## config.mk

```make
export PLATFORM = sky130hd
export DESIGN_NAME = pinbank_ctrl
export DESIGN_NICKNAME = d
export VERILOG_FILES = /design/src/rtl/pinbank_pkg.sv /design/src/rtl/pinbank_sync.sv /design/src/rtl/pinbank_decode.sv /design/src/rtl/pinbank_edge.sv /design/src/rtl/pinbank_ctrl.sv
export SDC_FILE = /design/constraint.sdc
export NUM_CORES = 1
export LEC_CHECK = 0
export BUFFER_PORTS_ARGS = -buffer_cell sky130_fd_sc_hd__buf_4
export CORE_MARGIN = 4
export CORE_UTILIZATION = 25
export DETAILED_ROUTE_END_ITERATION = 6
export SLEW_MARGIN = 0
export SYNTH_ARGS = -nofsm -noshare
export SYNTH_HDL_FRONTEND = slang
export SYNTH_SLANG_ARGS = --single-unit
```

## constraint.sdc

```tcl
create_clock -name clk -period 1.7 [get_ports clk]
set_input_delay 0.255 -clock clk [delete_from_list [all_inputs] [get_ports clk]]
set_output_delay 0.255 -clock clk [all_outputs]
set_load 0.1 [all_outputs]
```

## src/rtl/pinbank_pkg.sv

```systemverilog
package pinbank_pkg;
   localparam int WORD_W   = 32;
   localparam int NUM_FEAT = 7;

   // Order defines the address map: feature index selects the word group.
   typedef enum logic [2:0] {
      FEAT_LEVEL = 3'd0,
      FEAT_DIR   = 3'd1,
      FEAT_SET   = 3'd2,
      FEAT_CLR   = 3'd3,
      FEAT_RISE  = 3'd4,
      FEAT_FALL  = 3'd5,
      FEAT_STAT  = 3'd6
   } feat_e;
endpackage

```

## src/rtl/pinbank_sync.sv

```systemverilog
module pinbank_sync #(
   parameter int WIDTH  = 64,
   parameter int STAGES = 2
) (
   input  logic             clk,
   input  logic             rst_n,
   input  logic [WIDTH-1:0] din,
   output logic [WIDTH-1:0] dout
);
   generate
      if (STAGES < 2) begin : g_bad_stages
         $error("pinbank_sync needs at least two stages");
      end
   endgenerate

   logic [WIDTH-1:0] stage_q [STAGES];

   always_ff @(posedge clk or negedge rst_n) begin
      if (!rst_n) begin
         for (int s = 0; s < STAGES; s++) stage_q[s] <= '0;
      end else begin
         stage_q[0] <= din;
         for (int s = 1; s < STAGES; s++) stage_q[s] <= stage_q[s-1];
      end
   end

   assign dout = stage_q[STAGES-1];
endmodule

```

## src/rtl/pinbank_decode.sv

```systemverilog
module pinbank_decode
   import pinbank_pkg::*;
#(
   parameter int WORDS  = 2,
   parameter int ADDR_W = 8,
   localparam int WIDX_W = (WORDS > 1) ? $clog2(WORDS) : 1
) (
   input  logic [ADDR_W-1:0] addr,
   output feat_e             feat,
   output logic [WIDX_W-1:0] widx,
   output logic              hit
);
   int word_num;

   always_comb begin
      word_num = int'(addr[ADDR_W-1:2]);
      hit      = (addr[1:0] == 2'b00) && (word_num < NUM_FEAT * WORDS);
      if (hit) begin
         feat = feat_e'(3'(word_num / WORDS));
         widx = WIDX_W'(word_num % WORDS);
      end else begin
         feat = FEAT_LEVEL;
         widx = '0;
      end
   end
endmodule

```

## src/rtl/pinbank_edge.sv

```systemverilog
module pinbank_edge #(
   parameter int WIDTH = 64
) (
   input  logic             clk,
   input  logic             rst_n,
   input  logic [WIDTH-1:0] lvl,
   input  logic [WIDTH-1:0] rise_en,
   input  logic [WIDTH-1:0] fall_en,
   input  logic [WIDTH-1:0] clr_mask,
   output logic [WIDTH-1:0] status,
   output logic             irq
);
   logic [WIDTH-1:0] prev_q;
   logic [WIDTH-1:0] detect;

   assign detect = (lvl & ~prev_q & rise_en) | (~lvl & prev_q & fall_en);

   always_ff @(posedge clk or negedge rst_n) begin
      if (!rst_n) begin
         prev_q <= '0;
         status <= '0;
      end else begin
         prev_q <= lvl;
         // a fresh detection wins over a same-cycle clear
         status <= (status & ~clr_mask) | detect;
      end
   end

   assign irq = |status;
endmodule

```

## src/rtl/pinbank_ctrl.sv

```systemverilog
module pinbank_ctrl
   import pinbank_pkg::*;
#(
   parameter int NUM_PINS    = 64,
   parameter int ADDR_W      = 8,
   parameter int SYNC_STAGES = 2
) (
   input  logic                clk,
   input  logic                rst_n,
   input  logic                bus_wr,
   input  logic                bus_rd,
   input  logic [ADDR_W-1:0]   bus_addr,
   input  logic [31:0]         bus_wdata,
   output logic [31:0]         bus_rdata,
   input  logic [NUM_PINS-1:0] pin_in,
   output logic [NUM_PINS-1:0] pin_out,
   output logic [NUM_PINS-1:0] pin_oe,
   output logic                irq
);
   localparam int WORDS    = NUM_PINS / WORD_W;
   localparam int WIDX_W   = (WORDS > 1) ? $clog2(WORDS) : 1;
   localparam int MAP_SIZE = NUM_FEAT * WORDS * 4;

   generate
      if (!(NUM_PINS == 64 || NUM_PINS == 96)) begin : g_bad_pins
         $error("pinbank_ctrl supports 64 or 96 pins only");
      end
      if (MAP_SIZE > (1 << ADDR_W)) begin : g_bad_addr
         $error("ADDR_W too narrow for the register map");
      end
   endgenerate

   feat_e             feat;
   logic [WIDX_W-1:0] widx;
   logic              hit;
   logic [NUM_PINS-1:0] lvl;
   logic [NUM_PINS-1:0] dir_q, out_q, rise_q, fall_q;
   logic [NUM_PINS-1:0] clr_mask, status;
   logic [31:0]         rd_mux;

   pinbank_sync #(.WIDTH(NUM_PINS), .STAGES(SYNC_STAGES)) u_sync (
      .clk(clk), .rst_n(rst_n), .din(pin_in), .dout(lvl)
   );

   pinbank_decode #(.WORDS(WORDS), .ADDR_W(ADDR_W)) u_dec (
      .addr(bus_addr), .feat(feat), .widx(widx), .hit(hit)
   );

   pinbank_edge #(.WIDTH(NUM_PINS)) u_edge (
      .clk(clk), .rst_n(rst_n), .lvl(lvl), .rise_en(rise_q),
      .fall_en(fall_q), .clr_mask(clr_mask), .status(status), .irq(irq)
   );

   function automatic logic [31:0] pick(input logic [NUM_PINS-1:0] v,
                                        input logic [WIDX_W-1:0]   w);
      return v[int'(w)*WORD_W +: WORD_W];
   endfunction

   // register writes, one word lane at a time
   always_ff @(posedge clk or negedge rst_n) begin
      if (!rst_n) begin
         dir_q  <= '0;
         out_q  <= '0;
         rise_q <= '0;
         fall_q <= '0;
      end else if (bus_wr && hit) begin
         for (int w = 0; w < WORDS; w++) begin
            if (int'(widx) == w) begin
               case (feat)
                  FEAT_DIR:  dir_q[w*WORD_W +: WORD_W]  <= bus_wdata;
                  FEAT_SET:  out_q[w*WORD_W +: WORD_W]  <= out_q[w*WORD_W +: WORD_W] | bus_wdata;
                  FEAT_CLR:  out_q[w*WORD_W +: WORD_W]  <= out_q[w*WORD_W +: WORD_W] & ~bus_wdata;
                  FEAT_RISE: rise_q[w*WORD_W +: WORD_W] <= bus_wdata;
                  FEAT_FALL: fall_q[w*WORD_W +: WORD_W] <= bus_wdata;
                  default: ;
               endcase
            end
         end
      end
   end

   always_comb begin
      clr_mask = '0;
      if (bus_wr && hit && feat == FEAT_STAT)
         clr_mask[int'(widx)*WORD_W +: WORD_W] = bus_wdata;
   end

   always_comb begin
      rd_mux = '0;
      if (hit) begin
         case (feat)
            FEAT_LEVEL: rd_mux = pick(lvl, widx);
            FEAT_DIR:   rd_mux = pick(dir_q, widx);
            FEAT_RISE:  rd_mux = pick(rise_q, widx);
            FEAT_FALL:  rd_mux = pick(fall_q, widx);
            FEAT_STAT:  rd_mux = pick(status, widx);
            default:    rd_mux = '0;
         endcase
      end
   end

   always_ff @(posedge clk or negedge rst_n) begin
      if (!rst_n)      bus_rdata <= '0;
      else if (bus_rd) bus_rdata <= rd_mux;
   end

   assign pin_out = out_q;
   assign pin_oe  = dir_q;
endmodule

```

==> summary.md, run 1 <==
| Metric | Value |
|---|---|
| Die Y-Extent | 307 um |
| Switching Fraction | 27.7% |
| Via count of the first global-routing pass | ~18000 |
| Cells after DPL | between 3000 and 4000 |
| Final Hold Fails | 0 |
| FF-to-FF setup slack | 0.05 ns |
| Setup-violating endpoint count in the final report | 1 |
| Worst hold path type | in2reg |
| Violation count after the first detailed-routing iteration | 1593 |
| Final ANT Viol Nets | 0 |
| H-Tree Depth | 3 |
| Share of post-route cells with drive strength above 1 | around 37% |
| EDFF count, synth | 0 |
| Worst-case headroom to the max-slew limit | 62.0% |
| Count of unresolved DRC violations after routing | 0 |
| Reg-to-reg endpoint | bus_rdata[16] |
| Clock power frac | 44.1% |
| Seq/Total Area, Yosys | 60.9% |
| Count of buffers from port buffering | about 270 |
| Area share of the leading cell type in the synthesized netlist | 60.9% |
| Number of violations of the max-capacitance limit | 0 |
| Total routing usage reported by global routing | 18.2% |
| Setup repair after global routing missed its margin | yes |
| Cell type with the largest total area after synthesis | dfrtp_1 |
| Critical path arrival | 2.50 ns |
| Hold Path Stages | 3 |
| Logic pwr share | approximately an eighth |
| Worst Tran Pin Value | 0.556 ns |
| Most frequent standard cell in the layout excluding fill and tap cells | dfrtp_1 |
| Sum of overflow across all layers after global routing | 0 |
| Internal | 23.4 mW |
| Post-synth design cell area | 0.0223 mm^2 |
| Met3 Wirelength | 8.24 mm |
| Starting Density | 25.2% |
| Final worst-path cycle share | 162% |
| Startpoint of the most critical register-to-register path | fall_q[48] |
| Source-to-sink clock delay at the later pin of the worst-skew pair | 0.63 ns |
| Initial antenna violation count | 2 |
| Root buffer cell | clkbuf_16 |
| Core region area | between 0.08 and 0.09 mm^2 |
| WL/cell | 24.0 um |
| Top sig layer | met5 |
| Number of fillers in the final layout | slightly below 9000 |
| Kind of critical path | reg2out |
| Critical Path Source Type | register |
| Hold path endpoint | bus_rdata[19] |
| Number of instances in the synthesized netlist | 1841 |
| Maximum frequency from static timing analysis | 363 MHz |
| Element type at the critical path end | primary output |
| Critical Path Fanout Max | 2 |
| Sinks on Clock Net | 544 |
| Wirelength, routed | about 87 mm |
| Setup clock skew after layout | 0.0333 ns |
| Buffer depth of the longest clock path | 3 |
| Register clock-pin slew on the reported worst setup and hold paths | 0.06 ns |
| Sum of met2 wire segment lengths after detailed routing | 39.9 mm |
| R2R cell count | 5 |
| Dominant register cell in the synthesized netlist | dfrtp_1 |
| Io pins | 269 |
| Post-synth cell types | 69 |
| Number of warnings issued by yosys | 0 |
| # nets final | between 2000 and 3000 |
| Drt pass-1 iters | 5 |
| Final worst slack | -1.06 ns |
| Sequential share of power | about 43% |
| Mean instance size in the synthesized netlist | approximately 12 um^2 |
| Failing checks | setup timing |
| Net count after synthesis | 1949 |
| Post-Route Hold Slack | 0.204 ns |
| Hold_sp | bus_rd |
| Asr flop ratio synth | 100% |
| Net switching component of the power | 8.97 mW |
| Commonest non-fill, non-tap cells in the layout | dfrtp_1 (532), buf_4 (492), nand2_1 (346) |
| Peak supply drop | 0.525 mV |
| Leakage | 14.2 nW |
| Width of the die | 307 um |
| CTS tree | done |
| Status | complete, but fails checks |
| Number of placement rows | 109 |
| Maximum number of pins on one net before global-route repair | 54 |
| Global-route wire length before repair | 125 mm |
| Max-slew violation total from the final report | 0 |
| Setup TNS | -1.06 ns |
| HPWL after detailed placement | 63.4 mm |
| Post-layout min period | ~2.8 ns |
| Post-DR vias/cell | 4.87 |
| Vias | 17700 |
| Area Growth Syn to Fin | 39.2% |
| Weighted congestion at the end of routability-driven global placement | 0.912 |
| Total CTS buffers | 67 |
| Worst endpoint required time | 1.44 ns |
| Number of synthesized register bits | 544 |
| Most area-consuming cells after synthesis | dfrtp_1 (61%), mux2_2 (11%), nand2_1 (5.8%), o211ai_1 (2.6%), nand3b_1 (2.4%) |
| Overall die area | 0.0942 mm^2 |
| Power density cells | 1040 mW/mm^2 |
| Total routed wire length on the met1 layer | approximately 36 mm |
| Final non-filler cell total | 3628 |
critical path, cell delays in order, from the launching register on:
cell     delay [ns]
dfrtp_1        0.43
nor4_2         0.37
buf_4          0.17
nand4_1        0.07
or4_4          0.63
buf_12         0.20
metrics by stage:
| stage | power, mW | utilization, % | instance area (um^2) | setup slack [ns] |
|---|---|---|---|---|
| floorplan | 16.2 | - | 22600 | -0.176 |
| global placement | 18.1 | 31.4 | 27800 | -0.547 |
| detailed placement | 18.1 | 31.4 | 27800 | -0.526 |
| CTS | 32.7 | 35.0 | 31000 | -1.08 |
| global route | 33.6 | 35.1 | 31100 | -1.07 |
| finish | 32.3 | 35.1 | 31100 | -1.06 |
area by class of cell:
cell class | count | area [um^2] | share of cell area [%]
clock inverters | 20 | 228 | 0.732
inverters | 9 | 33.8 | 0.109
repair buffers | 631 | 5470 | 17.6
flip-flops and latches | 544 | 13600 | 43.8
diodes | 2 | 5.00 | 0.0161
well taps | 1165 | 1460 | 4.69
clock buffers | 101 | 1960 | 6.29
multi-input cells | 1156 | 8310 | 26.7
logic make-up after synthesis:
| logic type | after synthesis | share of synthesized area [%] |
|---|---|---|
| muxes | 272 | 13.5 |
| DFF | 544 | 60.9 |
| and+or+nand+nor | 533 | 11.4 |
| buffers and inverters | 141 | 3.09 |
| AOI/OAI and AO/OA | 351 | 11.1 |
timing repair:
| item | 4_1_cts | 5_1_grt |
|---|---|---|
| pin swaps | 3 | 6 |
| hold endpoints to repair | 809 | 0 |
| hold buffers | 97 | 0 |
| buffers inserted | 0 | 3 |
| gates resized for setup | 8 | 12 |
| setup endpoints to repair | 4 | 5 |
power by group through the flow:
stage	sequential, mW	clock (mW)	combinational [mW]
final	14.0	14.2	4.04
after global routing	14.1	15.2	4.25
after CTS	14.0	14.7	4.05
after detailed placement	14.3	0	3.85
after global placement	14.2	0	3.83
after floorplan	15.3	0	0.962
worst max-delay path by stage:
stage                           start    endpoint  slack (ns)  cells after the start
floorplan                 bus_addr[6]  pin_oe[15]       -0.18                      4
global placement    u_edge.status[22]         irq       -0.55                      6
detailed placement  u_edge.status[54]         irq       -0.53                      5
CTS                 u_edge.status[17]         irq       -1.08                      5
global route        u_edge.status[22]         irq       -1.07                      5
finish              u_edge.status[63]         irq       -1.06                      5
metal layers:
metal  track usage (%)  vias to the layer above
li1                  -                     7762
met1              23.3                     9016
met2              28.6                      722
met3              5.74                      156
met4              7.39                        2
met5                 0                        -
synthesized netlist by cell type (all sizes together), types with 5 or more instances:
master / instances
dfrtp: 544
nor2b: 9
o221ai: 23
a221oi: 10
nand2: 348
o211ai: 78
mux2: 232
nand3b: 71
nand2b: 7
inv: 9
clkbuf: 73
and2: 11
a31oi: 9
o2bb2ai: 7
a211oi: 7
nor3: 10
a221o: 7
nor4: 20
buf: 59
o21ai: 65
a21o: 7
nand3: 12
a2111oi: 5
o32ai: 5
a22oi: 14
mux2i: 40
a21oi: 62
nand4: 7
nor2: 27
No activity file was read; power rests on OpenSTA's default activity.
==> inputs of run 2 (changes only) <==
- CTS_CLUSTER_DIAMETER: unset -> 50
- GPL_TIMING_DRIVEN: unset -> 0
==> run 2 against run 1 <==
Against the previous run: the run ends with hold timing, setup timing left; cell count is 3.9% lower; sequential share of layout area rose by 1.5 points; design area shrank 3.4%; die area unchanged; non-clock buffer count down 173; via count about the same; routed wire length grew 4.4%; fmax is 2.0% lower; count of clock-buffer cells in the layout rose by 5; critical path type unchanged; highest routed layer unchanged.
==> summary.md, run 2 (synthesized netlist as in run 1, its figures left out) <==
| Metric | Value |
|---|---|
| Worst endpoint required time | 1.44 ns (about the same) |
| H-Tree Depth | 3 (unchanged) |
| Post-Route Hold Slack | -0.440 ns (-0.645 ns) |
| Initial antenna violation count | 6 (+4) |
| HPWL after detailed placement | 63.3 mm (about the same) |
| Cells after DPL | 3245 (-4.7%) |
| Critical path's top delay family | simple AND/OR/NAND/NOR gates |
| Via count of the first global-routing pass | 17200 (-3.9%) |
| Die Y-Extent | 307 um (unchanged) |
| Peak supply drop | 0.757 mV (+44%) |
| Width of the die | 307 um (unchanged) |
| Root buffer cell | clkbuf_16 |
| Hold bufs inserted after CTS | 64 (-34%) |
| Element type at the critical path end | primary output |
| Wirelength, routed | 90.9 mm (+4.4%) |
| Most frequent standard cell in the layout excluding fill and tap cells | dfrtp_1 |
| Leakage | 13.5 nW (-4.6%) |
| Setup-violating endpoint count in the final report | 5 (+4) |
| Setup clock skew after layout | 0.0217 ns (-0.0116 ns) |
| Final total power | 35.2 mW (+9.0%) |
| Number of placement rows | 109 (unchanged) |
| Total CTS buffers | 81 (+21%) |
| Area Growth Syn to Fin | 34.5% |
| Worst-path cell with the longest stage delay | or4_4 |
| Overall die area | 0.0942 mm^2 (unchanged) |
| Final worst-path cycle share | 165% (+3.4 points) |
| Failing checks | hold timing, setup timing |
| R2R cell count | 5 (unchanged) |
| Starting Density | 25.2% (unchanged) |
| WL/cell | 26.1 um (+8.7%) |
| Worst-case headroom to the max-slew limit | 39.1% (-23 points) |
| Setup repair after global routing missed its margin | yes |
| Max-slew violation total from the final report | 0 (unchanged) |
| Sinks on Clock Net | 544 (unchanged) |
| FF-to-FF setup slack | 0.03 ns (-0.02 ns) |
| Number of violations of the max-capacitance limit | 0 (unchanged) |
| Maximum number of pins on one net before global-route repair | 112 (+110%) |
| CTS tree | done |
| Final ANT Viol Nets | 0 (unchanged) |
| Maximum frequency from static timing analysis | 355 MHz (-2.0%) |
| Global routing usage on met1 | 23.2% (-0.11 points) |
| Grt met3 use | 8.05% (+2.3 points) |
| Weighted congestion at the end of routability-driven global placement | 0.953 (+4.6%) |
| Critical Path Source Type | register |
| Final Hold Fails | 69 (+69) |
| Count of unresolved DRC violations after routing | 0 (unchanged) |
| Share of post-route cells with drive strength above 1 | 33.6% (-3.4 points) |
| GR Util met2 | 28.3% (-0.22 points) |
| Total routing usage reported by global routing | 18.9% (+0.69 points) |
| Final non-filler cell total | 3485 (-3.9%) |
| Sum of overflow across all layers after global routing | 0 (unchanged) |
| Register clock-pin slew on the reported worst setup and hold paths | 0.06 ns (about the same) |
| Core region area | 0.0885 mm^2 (unchanged) |
| Worst Tran Pin Value | 0.913 ns (+0.357 ns) |
| Kind of critical path | reg2out |
| Critical Path Source | u_edge.status[55] |
| Buffer depth of the longest clock path | 3 (unchanged) |
| Source-to-sink clock delay at the later pin of the worst-skew pair | 0.65 ns (+0.02 ns) |
| Grt peak-use layer | met2 |
| Io pins | 269 (unchanged) |
| Count of buffers from port buffering | 233 (-13%) |
| Vias | 17600 (-0.062%) |
| Reg-to-reg endpoint | bus_rdata[0] |
| Delay contributed by the slowest stage of the critical path | 0.59 ns (-0.04 ns) |
| Violation count after the first detailed-routing iteration | 1987 (+25%) |
| Critical path arrival | 2.56 ns (+0.06 ns) |
| Commonest non-fill, non-tap cells in the layout | dfrtp_1 (533), nand2_1 (341), buf_4 (265) |
| Post-DR vias/cell | 5.06 (+4.0%) |
| Status | complete, but fails checks |
| Critical Path Fanout Max | 3 (+1) |
| Worst hold path type | in2async |
| # nets final | 2358 (-6.3%) |
| Buf/Inv on CP | 1 (-1) |
| Number of fillers in the final layout | 8757 (+0.59%) |
| Startpoint of the most critical register-to-register path | fall_q[32] |
| Cells along the critical path | nor4_4, nand4_1, or4_4, buf_12 |
| Drt pass-1 iters | 5 (unchanged) |
| Power density cells | 1170 mW/mm^2 (+13%) |
| Post-layout min period | 2.81 ns (+0.0571 ns) |
| Global-route wire length before repair | 128 mm (+2.0%) |
| Final worst slack | -1.11 ns (-0.0571 ns) |
## run 2: changes by cell type in the layout (fill, tap and decap cells not counted), moves of 4 or more
cell	previous run	this run
buf_12	38	5
buf_16	0	5
buf_2	0	16
buf_4	492	265
buf_6	3	25
bufinv_16	3	7
clkbuf_1	20	50
clkbuf_16	68	83
clkbuf_2	0	24
clkbuf_4	0	8
clkinv_4	1	5
dlygate4sd3_1	97	64
inv_6	3	15
nand2_1	346	341
## run 2: worst max path at each step
stage	cells after the start	end	slack, ns
after floorplan	4	pin_oe[15]	-0.18
after global placement	1	pin_oe[15]	-6.54
after detailed placement	7	bus_rdata[3]	-1.30
after CTS	4	irq	-1.07
after global routing	4	irq	-1.16
final	4	irq	-1.11
## run 2: what timing repair did
item,CTS,global route
hold endpoints to repair,133,69
setup buffers,17,6
cloned,0,1
pin swaps,7,6
endpoints found under the setup margin,292,275
gates resized for setup,64,66
## run 2: report_power, final
group / switching, mW / internal (mW)
combinational: 2.69 / 1.02
sequential: 0.528 / 13.5
clock: 6.70 / 10.7
## run 2: cell type report
cell class                      instances  area, um^2  share of cell area [%]
Clock inverter                         45         544                    1.81
Timing Repair Buffer                  327        2780                    9.25
Sequential cell                       544       13600                    45.4
Antenna cell                            2        5.00                  0.0167
Clock buffer                          106        2290                    7.63
Multi-Input combinational cell       1156        8430                    28.1
Buffer                                131         870                    2.89
Inverter                                9        33.8                   0.112
Tap cell                             1165        1460                    4.85
## run 2: stage by stage
step / setup WS (ns) / utilization [%] / area (um^2) / hold WS (ns) / setup TNS, ns
final: -1.11 / 33.9 / 30000 / -0.440 / -1.22
after global routing: -1.16 / 33.9 / 30000 / -0.380 / -1.16
after CTS: -1.07 / 33.6 / 29800 / -0.424 / -1.07
after detailed placement: -1.30 / 29.3 / 26000 / 0.267 / -344.12
after global placement: -6.54 / 29.2 / 25800 / 0.333 / -3499.01
after floorplan: -0.176 / - / 22600 / -0.0406 / -16.51
## run 2: worst register-to-register path, cell delays in order (launching register included)
cell and delay (ns):
dfrtp_1 0.39, and2_1 0.17, a221o_1 0.32, a221oi_2 0.31, nor3_1 0.11, a211o_1 0.28
## run 2: per-layer routing
layer | vias to the layer above | share of wire [%] | routed length, um
met5 | - | 0.064 | 58
met2 | 960 | 44 | 39700
met3 | 288 | 12 | 11200
li1 | 7478 | - | -
met1 | 8913 | 38 | 34800
met4 | 8 | 5.7 | 5150
